<file path="config.mk">
export PLATFORM = sky130hd
export DESIGN_NAME = dual_match_timer
export DESIGN_NICKNAME = d
export VERILOG_FILES = /design/src/rtl/dmt_pkg.sv /design/src/rtl/dmt_match_bank.sv /design/src/rtl/dmt_counter.sv /design/src/rtl/dmt_irq.sv /design/src/rtl/dual_match_timer.sv
export SDC_FILE = /design/constraint.sdc
export NUM_CORES = 1
export LEC_CHECK = 0
export BUFFER_PORTS_ARGS = -buffer_cell sky130_fd_sc_hd__buf_2
export CAP_MARGIN = 20
export CELL_PAD_IN_SITES_DETAIL_PLACEMENT = 1
export CELL_PAD_IN_SITES_GLOBAL_PLACEMENT = 2
export CORE_AREA = 2 2 201 203
export CTS_CLUSTER_SIZE = 12
export DETAILED_ROUTE_END_ITERATION = 10
export DIE_AREA = 0 0 203 205
export PLACE_DENSITY_LB_ADDON = 0.1
export SETUP_SLACK_MARGIN = 0.15
export SYNTH_ARGS = -nofsm -noshare
export SYNTH_HDL_FRONTEND = slang
export SYNTH_SLANG_ARGS = --single-unit
</file>
<file path="constraint.sdc">
create_clock -name clk -period 4 [get_ports clk]
set_input_delay 0.4 -clock clk [delete_from_list [all_inputs] [get_ports clk]]
set_output_delay 0.4 -clock clk [all_outputs]
set_load 0.02 [all_outputs]
</file>
<file path="src/rtl/dmt_pkg.sv">
package dmt_pkg;
  localparam int N_TMR        = 2;
  localparam int N_MATCH      = 6;
  localparam int MODE_W       = 3;
  localparam int CTL_W        = 5;
  localparam int REGS_PER_TMR = 3;
  localparam int MATCH_BASE   = N_TMR * REGS_PER_TMR;

  localparam logic [MODE_W-1:0] MODE_TO_ZERO = 3'd0;
  localparam logic [MODE_W-1:0] MODE_FREE    = 3'd7;

  typedef struct packed {
    logic              halt;
    logic              up;
    logic [MODE_W-1:0] mode;
  } tmr_ctl_t;

  localparam tmr_ctl_t CTL_RESET = '{halt: 1'b1, up: 1'b0, mode: MODE_TO_ZERO};
endpackage

</file>
<file path="src/rtl/dmt_match_bank.sv">
module dmt_match_bank
  import dmt_pkg::*;
#(
  parameter int CNT_W = 16
) (
  input  logic                           clk,
  input  logic                           rst,
  input  logic [N_MATCH-1:0]             wr_sel,
  input  logic [CNT_W-1:0]               wdata,
  output logic [N_MATCH-1:0][CNT_W-1:0]  cmp_val
);
  for (genvar k = 0; k < N_MATCH; k++) begin : g_cmp
    logic [CNT_W-1:0] cmp_q;
    always_ff @(posedge clk) begin
      if (rst)            cmp_q <= '0;
      else if (wr_sel[k]) cmp_q <= wdata;
    end
    assign cmp_val[k] = cmp_q;
  end

  always_comb begin
    assert_one_select_R1: assert (rst || $onehot0(wr_sel));
  end
endmodule

</file>
<file path="src/rtl/dmt_counter.sv">
module dmt_counter
  import dmt_pkg::*;
#(
  parameter int CNT_W = 16,
  parameter int DIV_W = 16
) (
  input  logic                           clk,
  input  logic                           rst,
  input  logic                           cnt_we,
  input  logic                           div_we,
  input  logic                           ctl_we,
  input  logic [CNT_W-1:0]               wdata,
  input  logic [N_MATCH-1:0][CNT_W-1:0]  cmp_val,
  output logic [CNT_W-1:0]               cnt_o,
  output logic [DIV_W-1:0]               div_o,
  output logic [CTL_W-1:0]               ctl_o,
  output logic [N_MATCH-1:0]             hit_o
);
  tmr_ctl_t         ctl_q;
  logic [CNT_W-1:0] cnt_q, step_val, target;
  logic [DIV_W-1:0] div_q, pre_q;
  logic             ended_q, active, tick, bounded, arrive;

  assign active  = !ctl_q.halt && !ended_q;
  assign tick    = active && (pre_q >= div_q);
  assign step_val = ctl_q.up ? cnt_q + 1'b1 : cnt_q - 1'b1;
  assign bounded = (ctl_q.mode != MODE_FREE);

  always_comb begin
    target = '0;
    for (int k = 0; k < N_MATCH; k++) begin
      if (ctl_q.mode == MODE_W'(k + 1)) target = cmp_val[k];
    end
  end

  assign arrive = tick && bounded && (step_val == target);

  always_comb begin
    for (int k = 0; k < N_MATCH; k++) begin
      hit_o[k] = arrive && (ctl_q.mode == MODE_W'(k + 1));
    end
  end

  always_ff @(posedge clk) begin
    if (rst) begin
      ctl_q   <= CTL_RESET;
      ended_q <= 1'b0;
    end else if (ctl_we) begin
      ctl_q   <= tmr_ctl_t'(wdata[CTL_W-1:0]);
      ended_q <= 1'b0;
    end else if (arrive) begin
      ended_q <= 1'b1;
    end
  end

  always_ff @(posedge clk) begin
    if (rst)         div_q <= '0;
    else if (div_we) div_q <= wdata[DIV_W-1:0];
  end

  always_ff @(posedge clk) begin
    if (rst) begin
      cnt_q <= '0;
      pre_q <= '0;
    end else if (cnt_we) begin
      cnt_q <= wdata;
      pre_q <= '0;
    end else if (tick) begin
      cnt_q <= step_val;
      pre_q <= '0;
    end else if (active) begin
      pre_q <= pre_q + 1'b1;
    end else begin
      pre_q <= '0;
    end
  end

  assign cnt_o = cnt_q;
  assign div_o = div_q;
  assign ctl_o = ctl_q;

  assert_halt_holds_R2: assert property (@(posedge clk) disable iff (rst)
    (ctl_q.halt && !cnt_we) |=> (cnt_q == $past(cnt_q)));

  assert_step_pace_R4: assert property (@(posedge clk) disable iff (rst)
    (!$past(cnt_we) && (cnt_q != $past(cnt_q))) |-> $past(pre_q >= div_q));

  assert_ended_frozen_R7: assert property (@(posedge clk) disable iff (rst)
    (ended_q && !cnt_we) |=> $stable(cnt_q));

  assert_single_hit_R7: assert property (@(posedge clk) disable iff (rst)
    $onehot0(hit_o));
endmodule

</file>
<file path="src/rtl/dmt_irq.sv">
module dmt_irq
  import dmt_pkg::*;
(
  input  logic               clk,
  input  logic               rst,
  input  logic [N_MATCH-1:0] hit,
  input  logic               clr_we,
  input  logic               mask_we,
  input  logic [N_MATCH-1:0] wbits,
  output logic [N_MATCH-1:0] status_o,
  output logic [N_MATCH-1:0] mask_o,
  output logic               irq_o
);
  logic [N_MATCH-1:0] status_q, mask_q, clr_bits;
  logic               irq_q;

  assign clr_bits = clr_we ? wbits : '0;

  always_ff @(posedge clk) begin
    if (rst) begin
      status_q <= '0;
      mask_q   <= '0;
      irq_q    <= 1'b0;
    end else begin
      status_q <= (status_q & ~clr_bits) | hit;
      if (mask_we) mask_q <= wbits;
      irq_q <= |(status_q & mask_q);
    end
  end

  assign status_o = status_q;
  assign mask_o   = mask_q;
  assign irq_o    = irq_q;

  assert_sticky_status_R9: assert property (@(posedge clk) disable iff (rst)
    !clr_we |=> ((status_q & $past(status_q)) == $past(status_q)));

  assert_hit_sets_R7: assert property (@(posedge clk) disable iff (rst)
    (|hit) |=> ((status_q & $past(hit)) == $past(hit)));

  assert_mask_gates_R10: assert property (@(posedge clk) disable iff (rst)
    (mask_q == '0) |=> !irq_q);
endmodule

</file>
<file path="src/rtl/dual_match_timer.sv">
module dual_match_timer
  import dmt_pkg::*;
#(
  parameter int CNT_W  = 16,
  parameter int DIV_W  = 16,
  parameter int ADDR_W = 4
) (
  input  logic              clk,
  input  logic              rst,
  input  logic              bus_en,
  input  logic              bus_we,
  input  logic              bus_isel,
  input  logic [ADDR_W-1:0] bus_addr,
  input  logic [CNT_W-1:0]  bus_wdata,
  output logic [CNT_W-1:0]  bus_rdata,
  output logic              irq
);
  logic                          wr_t, wr_i, rd;
  logic [N_MATCH-1:0]            cmp_sel;
  logic [N_MATCH-1:0][CNT_W-1:0] cmp_val;
  logic [N_TMR-1:0][CNT_W-1:0]   cnt_v;
  logic [N_TMR-1:0][DIV_W-1:0]   div_v;
  logic [N_TMR-1:0][CTL_W-1:0]   ctl_v;
  logic [N_TMR-1:0][N_MATCH-1:0] hit_v;
  logic [N_MATCH-1:0]            hit_any, status, mask;
  logic [CNT_W-1:0]              rd_mux, rdata_q;

  assign wr_t = bus_en && bus_we && !bus_isel;
  assign wr_i = bus_en && bus_we &&  bus_isel;
  assign rd   = bus_en && !bus_we;

  for (genvar k = 0; k < N_MATCH; k++) begin : g_cmp_sel
    assign cmp_sel[k] = wr_t && (bus_addr == ADDR_W'(MATCH_BASE + k));
  end

  dmt_match_bank #(.CNT_W(CNT_W)) u_bank (
    .clk(clk), .rst(rst), .wr_sel(cmp_sel), .wdata(bus_wdata), .cmp_val(cmp_val)
  );

  for (genvar t = 0; t < N_TMR; t++) begin : g_tmr
    localparam int BASE = t * REGS_PER_TMR;
    dmt_counter #(.CNT_W(CNT_W), .DIV_W(DIV_W)) u_cnt (
      .clk    (clk),
      .rst    (rst),
      .cnt_we (wr_t && (bus_addr == ADDR_W'(BASE))),
      .div_we (wr_t && (bus_addr == ADDR_W'(BASE + 1))),
      .ctl_we (wr_t && (bus_addr == ADDR_W'(BASE + 2))),
      .wdata  (bus_wdata),
      .cmp_val(cmp_val),
      .cnt_o  (cnt_v[t]),
      .div_o  (div_v[t]),
      .ctl_o  (ctl_v[t]),
      .hit_o  (hit_v[t])
    );
  end

  always_comb begin
    hit_any = '0;
    for (int t = 0; t < N_TMR; t++) hit_any = hit_any | hit_v[t];
  end

  dmt_irq u_irq (
    .clk     (clk),
    .rst     (rst),
    .hit     (hit_any),
    .clr_we  (wr_i && (bus_addr == ADDR_W'(0))),
    .mask_we (wr_i && (bus_addr == ADDR_W'(1))),
    .wbits   (bus_wdata[N_MATCH-1:0]),
    .status_o(status),
    .mask_o  (mask),
    .irq_o   (irq)
  );

  always_comb begin
    rd_mux = '0;
    if (bus_isel) begin
      if (bus_addr == ADDR_W'(0)) rd_mux = CNT_W'(status);
      if (bus_addr == ADDR_W'(1)) rd_mux = CNT_W'(mask);
    end else begin
      for (int t = 0; t < N_TMR; t++) begin
        if (bus_addr == ADDR_W'(t * REGS_PER_TMR))     rd_mux = cnt_v[t];
        if (bus_addr == ADDR_W'(t * REGS_PER_TMR + 1)) rd_mux = CNT_W'(div_v[t]);
        if (bus_addr == ADDR_W'(t * REGS_PER_TMR + 2)) rd_mux = CNT_W'(ctl_v[t]);
      end
      for (int k = 0; k < N_MATCH; k++) begin
        if (bus_addr == ADDR_W'(MATCH_BASE + k)) rd_mux = cmp_val[k];
      end
    end
  end

  always_ff @(posedge clk) begin
    if (rst)     rdata_q <= '0;
    else if (rd) rdata_q <= rd_mux;
  end

  assign bus_rdata = rdata_q;

  assert_rdata_held_R1: assert property (@(posedge clk) disable iff (rst)
    !bus_en |=> $stable(bus_rdata));
endmodule

</file>
==> key figures, run 1 <==
Placed design
  – Count of buffers from port buffering: 41
  – RePlAce Congestion: around 0.9
  – DP HPWL: around 46000 µm
  – Pre-CTS setup slack: 0.138 ns

Global routing
  – First-pass GRT wire length: 95100 µm
  – Pin count of the biggest net entering global routing: between 70 and 80
  – Grt ovf: 0
  – Initial antenna violation count: 3
  – Vias in the first global route: around 15000
  – Total GRT Usage: ~30%

Yosys
  – Synthesized flop and latch total: roughly 230
  – Most common cell in the netlist: nand2_1
  – Top cells by area, synth: dfxtp_1, nand2_1, a21oi_1
  – Cell area after synthesis: between 10000 and 15000 µm²
  – Yosys cell types: 82
  – Post-synth top cells: nand2_1, dfxtp_1, a21oi_1
  – Syn_nets: roughly 2000
  – Most common flop cell mapped by yosys: dfxtp_1
  – Post-Synth Adder-Cell Area: roughly 5.5%
  – Synth Area in Simple Gates: 19.6%
  – Seq/Total Area, Yosys: 31.3%
  – Share of flip-flops with an asynchronous set or reset: 0%
  – Yosys top cell area share: ~31%
  – Mapped Avg Cell Area: approximately 7.6 µm²
  – Mux cell area share after synthesis: around 8%
  – Number of flops mapped to enable cells by yosys: 0
  – Cells after Synth: 1951
  – Synth Area in Compound Gates: approximately a quarter
  – Synth warn: 0
  – Largest family of logic cells by synthesized area: compound AO/OA/AOI/OAI gates
  – Post-Synth XOR/XNOR Area: under 10%
  – Yosys top cell by area: dfxtp_1

Clocking
  – Reg clk slew, reported paths: roughly 0.06 ns
  – CTS Buffer Depth: 3
  – H-tree depth: 1
  – CTS tree: yes
  – CTS Buf Count: 30
  – Clk sinks: 233
  – Worst-skew pair later-pin latency: approximately 0.61 ns
  – Hold-fix buffers, CTS: 0
  – Clk root buf: clkbuf_16

Die
  – Die ar.: ~42000 µm²
  – DIE WIDTH: 203 µm
  – Core Area: 39400 µm²
  – Die height: between 200 and 250 µm
  – Num rows: between 70 and 80
  – IO Count: 42
  – Starting Density: 37.8%

Final layout
  – Fillers: around 4800
  – # nets final: between 2000 and 2500
  – Layout cell share with drive strength beyond 1: a little under an eighth
  – Layout area overhead: 13.2%
  – Antenna cells: 0

Timing
  – Max_slew headroom: a little over a fifth
  – RSZ-0062 raised after global routing: false
  – Final setup fails: 0
  – PnR worst setup slack: about 0.4 ns
  – Slew @ Worst Pin: ~1.2 ns
  – Setup TNS: 0 ns
  – Final period utilization: 90.1%
  – Crit path time final: 3.60 ns
  – Clock Skews: 0.0278 ns
  – Final hold violations: 0
  – Max Fclk: 277 MHz
  – Final-report max-slew violation count: 0

Drt
  – Vias: 14800
  – WL per Instance: ~25 µm
  – DR DRC count: 0
  – DRT antenna net count: 0
  – Pre-Repair DR Iteration Count: 5
  – Final wirelength: approximately 63000 µm
  – Iteration-0 DRC Markers: 1289
  – Vias/cell: a little under 6

Setup path
  – CP endpoint kind: flop
  – Critical path class: reg -> reg
  – CP bufs+invs: 3
  – Worst-path cell with the longest stage delay: fa_1
  – Largest stage delay, worst path: around 0.43 ns
  – Worst Path Arrival: about 4.1 ns
  – Setup crit start kind: flop
  – CP cell instances: clkinvlp_4 > buf_4 > fa_1 > a211oi_4 > o21a_1 > or2_1 > xor3_1 > or3b_1 > a2111o_1 > nor4_4 > buf_4 > nor2b_1 > o21a_1
  – Top Family by Delay on Critical Path: compound AO/OA/AOI/OAI gates
  – Worst Path Required: around 4.5 ns
  – Worst-path maximum fanout: 7

Pwr
  – Power Dens Cells: about 340 nW/µm²
  – P_leak: about 6 nW
  – VDD IR max: 0.000332 V
  – Gate power share: roughly a tenth
  – Int Pwr: 4.23 mW
  – Part of the power in registers: ~41%
  – Share of total power in the clock network: approximately 50%
  – Net Sw Frac: between 20% and 30%
  – Net switching power: ~1.5 mW

Outcome
  – Status: finished, final reports clean

Run
  – Max-cap viol count: 0

Worst hold path
  – Worst Hold Class: in -> reg
[metal layers]
layer	track usage [%]	part of all wire, %	wire, µm	vias up
li1	-	-	-	6949
met1	39.7	44	27700	7375
met2	50.9	46	29100	393
met3	4.25	5.8	3670	115
met4	11.1	4.2	2620	0
met5	0	0	0	-
[layout make-up]
class                      count  area [µm²]  area share [%]
clock buffer                  39         865            5.13
clock inverter                17         198            1.17
inverter                      65         251            1.49
multi-input combinational   1511        9460            56.1
sequential                   233        4670            27.7
tap                          525         657            3.90
timing repair buffer         110         754            4.48
[flip-flops by register name, summed over array words and instances (netlist names)]
signal	count
g_tmr.u_cnt.ended_q	2
g_tmr.u_cnt.pre_q	32
u_irq.mask_o	6
u_irq.status_o	6
bus_rdata	16
g_tmr.u_cnt.cnt_o	32
u_bank.g_cmp.cmp_q	96
g_tmr.u_cnt.div_o	32
g_tmr.u_cnt.ctl_o	10
u_irq.irq_o	1
[worst min-delay path: stages]
cell and delay [ns]:
buf_2 0.20, nand2_1 0.09, a21oi_1 0.05
[stage by stage]
step | instance area [µm²] | hold slack, ns | util (%) | power [mW] | cells
6_report | 16800 | 0.200 | 42.8 | 5.78 | 2500
5_1_grt | 16800 | 0.194 | 42.8 | 5.97 | 2500
4_1_cts | 16700 | 0.173 | 42.5 | 5.83 | 2490
3_5_place_dp | 15700 | 0.447 | 39.8 | 2.93 | 2433
3_3_place_gp | 15700 | 0.437 | 39.8 | 2.92 | 2433
2_1_floorplan | 14900 | 0.426 | - | 2.74 | 1951
[path summary, 6_finish.rpt]
kind	slack [ns]	to	cells past startpoint	start
setup / recovery	0.40	g_tmr[0].u_cnt.ended_q	13	g_tmr[0].u_cnt.ctl_o[3]
hold / removal	0.20	u_bank.g_cmp[5].cmp_q[15]	3	bus_wdata[15]
setup reg to reg	0.40	g_tmr[0].u_cnt.ended_q	13	g_tmr[0].u_cnt.ctl_o[3]
hold reg to reg	0.45	g_tmr[1].u_cnt.div_o[3]	2	g_tmr[1].u_cnt.div_o[3]
[cells in the final DEF, fill, tap and decap left out, types with 23 or more instances in the layout]
master     netlist  layout
mux2i_1         85      85
mux2_2          26      26
nor2_1         158     157
buf_4            4      67
a211oi_1        41      40
nand2_1        358     358
o21ai_0         91      90
clkbuf_16        0      30
xor2_1          39      39
a22oi_1         31      31
buf_2            8      40
ha_1            62      62
a21oi_1        217     217
dfxtp_1        233     229
nand3_1         38      38
xnor2_1         38      38
a31oi_1         23      23
inv_1           65      63
[cell families after synthesis]
logic type,Yosys count
buffers and inverters,207
AO/OA/AOI/OAI,578
flip-flops,233
multiplexers,114
XOR/XNOR,80
AND/OR/NAND/NOR,675
adder cells (fa/ha/maj),64
[what timing repair did]
| item | 4_1_cts | 5_1_grt |
|---|---|---|
| gates resized for setup | 0 | 7 |
| buffers inserted | 1 | 10 |
| pin swaps | 1 | 1 |
| setup endpoints to repair | 4 | 8 |
[power groups by stage]
stage	Sequential (mW)	Clock (mW)	Combinational [mW]
2_1_floorplan	2.40	0	0.337
3_3_place_gp	2.40	0	0.519
3_5_place_dp	2.40	0	0.522
4_1_cts	2.35	2.95	0.524
5_1_grt	2.35	3.03	0.579
6_report	2.35	2.89	0.539
(Power assumes the default switching activity.)
==> inputs of run 2 (changes only) <==
--- a/config.mk
+++ b/config.mk
@@ -9,10 +9,12 @@
 export CAP_MARGIN = 20
 export CELL_PAD_IN_SITES_DETAIL_PLACEMENT = 1
 export CELL_PAD_IN_SITES_GLOBAL_PLACEMENT = 2
-export CORE_AREA = 2 2 201 203
+export CORE_AREA = 2 2 199 201
+export CTS_BUF_LIST = sky130_fd_sc_hd__clkbuf_8
 export CTS_CLUSTER_SIZE = 12
 export DETAILED_ROUTE_END_ITERATION = 10
-export DIE_AREA = 0 0 203 205
+export DIE_AREA = 0 0 201 203
+export GPL_ROUTABILITY_DRIVEN = 0
 export PLACE_DENSITY_LB_ADDON = 0.1
 export SETUP_SLACK_MARGIN = 0.15
 export SYNTH_ARGS = -nofsm -noshare
==> key figures, run 2 (synthesis results as in run 1) <==
Timing
  – Setup TNS: 0 ns (unchanged)
  – Slew @ Worst Pin: 1.13 ns (was 1.17 ns)
  – Final hold violations: 0 (unchanged)
  – Max Fclk: 273 MHz (was 277 MHz)
  – Final period utilization: 91.7% (was 90.1%)
  – Max_slew headroom: 24.0% (was 21.3%)
  – Crit path time final: 3.67 ns (was 3.60 ns)
  – Final setup fails: 0 (unchanged)
  – RSZ-0062 raised after global routing: false (unchanged)
  – Final-report max-slew violation count: 0 (unchanged)
  – Clock Skews: 0.0490 ns (was 0.0278 ns)

Clocking
  – Reg clk slew, reported paths: 0.07 ns (was 0.06 ns)
  – Hold-fix buffers, CTS: 0 (unchanged)
  – Clk sinks: 233 (unchanged)
  – CTS tree: yes (unchanged)
  – CTS Buf Count: 44 (was 30)
  – CTS Buffer Depth: 3 (unchanged)
  – Worst-skew pair later-pin latency: 0.64 ns (was 0.61 ns)
  – Clk root buf: clkbuf_8 (was clkbuf_16)
  – H-tree depth: 2 (was 1)

Final layout
  – Max reg flops: 96 (unchanged)
  – Final design area excluding fillers: 16600 µm² (was 16800 µm²)
  – Layout area overhead: 11.6% (was 13.2%)
  – Commonest non-fill, non-tap cell in the layout: nand2_1 (unchanged)
  – # nets final: 2046 (was 2040)
  – Layout cell share with drive strength beyond 1: 11.3% (was 11.4%)
  – Most frequent cells in the layout: nand2_1, dfxtp_1, a21oi_1 (unchanged)
  – Antenna cells: 0 (unchanged)
  – Most flops, register: u_bank.g_cmp.cmp_q (unchanged)

Die
  – Core Area: 38500 µm² (was 39400 µm²)
  – Num rows: 72 (was 73)
  – Die ar.: 40800 µm² (was 41600 µm²)
  – Starting Density: 38.7% (was 37.8%)
  – DIE WIDTH: 201 µm (was 203 µm)
  – Die height: 203 µm (was 205 µm)
  – IO Count: 42 (unchanged)

Drt
  – Vias/cell: 5.98 (was 5.93)
  – DRT antenna net count: 0 (unchanged)
  – WL per Instance: 25.2 µm (about the same)
  – DRT met1 WL: 27300 µm (was 27700 µm)
  – DR DRC count: 0 (unchanged)
  – Final wirelength: 63100 µm (about the same)
  – Pre-Repair DR Iteration Count: 5 (unchanged)
  – Metal2 WL: 28500 µm (was 29100 µm)
  – Vias: 15000 (was 14800)
  – Wire length on met3: 4260 µm (was 3670 µm)
  – Iteration-0 DRC Markers: 1319 (was 1289)
  – Highest routed layer: met5 (was met4)

Pwr
  – VDD IR max: 0.000185 V (was 0.000332 V)
  – Share of total power in the clock network: 46.6% (was 50.0%)
  – Gate power share: 10.0% (was 9.3%)
  – Part of the power in registers: 43.5% (was 40.7%)
  – Net switching power: 1.52 mW (was 1.55 mW)
  – P_leak: 6.00 nW (was 6.04 nW)
  – Net Sw Frac: 28.0% (was 26.8%)
  – Power Dens Cells: 326 nW/µm² (was 343 nW/µm²)
  – Int Pwr: 3.90 mW (was 4.23 mW)

Setup path
  – CP cell instances: clkinvlp_4 > fa_1 > a211oi_4 > o21a_1 > or2_1 > xor3_1 > or3b_1 > a2111o_1 > nor4_4 > buf_4 > a21oi_1 > a21oi_1 (was clkinvlp_4 > buf_4 > fa_1 > a211oi_4 > o21a_1 > or2_1 > xor3_1 > or3b_1 > a2111o_1 > nor4_4 > buf_4 > nor2b_1 > o21a_1)
  – Worst Path Required: 4.52 ns (was 4.53 ns)
  – Worst-path maximum fanout: 7 (unchanged)
  – CP most frequent cell: a21oi_1
  – CP endpoint kind: flop (unchanged)
  – Worst Path Arrival: 4.19 ns (was 4.14 ns)
  – Largest stage delay, worst path: 0.50 ns (was 0.43 ns)
  – Setup crit start kind: flop (unchanged)
  – Worst-path cell with the longest stage delay: fa_1 (unchanged)
  – Critical path class: reg -> reg (unchanged)

Placed design
  – Count of buffers from port buffering: 41 (unchanged)
  – Placed Area: 15600 µm² (was 15700 µm²)
  – DP HPWL: 45600 µm (was 45700 µm)

Global routing
  – Vias in the first global route: 15000 (was 14900)
  – Pin count of the biggest net entering global routing: 97 (was 79)
  – Initial antenna violation count: 1 (was 3)
  – Grt ovf: 0 (unchanged)
  – First-pass GRT wire length: 94100 µm (was 95100 µm)
  – Total GRT Usage: 30.5% (was 30.3%)

Run
  – Max-cap viol count: 0 (unchanged)

Outcome
  – Status: finished, final reports clean (unchanged)

Worst hold path
  – Worst Hold Class: in -> reg (unchanged)
[run 2: worst max-delay path, delay by kind of cell (launching register included)]
kind / cells / cell delay [ns]
AO/OA/AOI/OAI: 5 / 1.18
flip-flops: 1 / 0.41
XOR/XNOR: 1 / 0.23
AND/OR/NAND/NOR: 3 / 0.82
buffers and inverters: 2 / 0.41
adder cells (fa/ha/maj): 1 / 0.50
[run 2: layout make-up]
cell class              instances  area (µm²)
fillers                      4765       21800
multi-input cells            1511        9460
flip-flops and latches        233        4670
clock buffers                  56         771
repair buffers                101         674
well taps                     518         648
inverters                      65         248
clock inverters                21         151
repair inverters                1        7.51
[run 2: power by group through the flow]
stage	logic, mW	clock network [mW]	registers, mW
2_1_floorplan	0.337	0	2.40
3_3_place_gp	0.513	0	2.40
3_5_place_dp	0.518	0	2.40
4_1_cts	0.521	2.59	2.35
5_1_grt	0.575	2.67	2.35
6_report	0.539	2.52	2.35
[run 2: path summary, 6_finish.rpt]
kind	start	endpoint	slack (ns)	depth (start not counted)
worst max-delay path	g_tmr[0].u_cnt.ctl_o[3]	u_irq.status_o[4]	0.33	12
worst min-delay path	bus_wdata[15]	u_bank.g_cmp[3].cmp_q[15]	0.16	3
worst max register to register	g_tmr[0].u_cnt.ctl_o[3]	u_irq.status_o[4]	0.33	12
worst min register to register	g_tmr[0].u_cnt.div_o[5]	g_tmr[0].u_cnt.div_o[5]	0.46	2
[run 2: repair_timing]
action	4_1_cts	5_1_grt
buffers inserted	0	9
resized for setup	0	6
endpoints found under the setup margin	0	8
[run 2: per-layer routing]
metal | global-route usage, % | vias to the layer above
met4 | 15.3 | 2
met2 | 49.0 | 464
met3 | 5.68 | 132
met5 | 0 | -
met1 | 39.2 | 7407
li1 | - | 6970
[run 2: per-stage QoR]
stage                     instances  total power, mW  hold WS (ns)  utilization [%]  worst slack [ns]
after floorplan                1951             2.74         0.426                -             0.723
after global placement         2419             2.92         0.442             40.6             0.361
after detailed placement       2419             2.92         0.449             40.6             0.284
after CTS                      2496             5.47         0.103             43.0             0.190
after global routing           2506             5.60         0.134             43.2             0.179
final                          2506             5.41         0.157             43.2             0.333
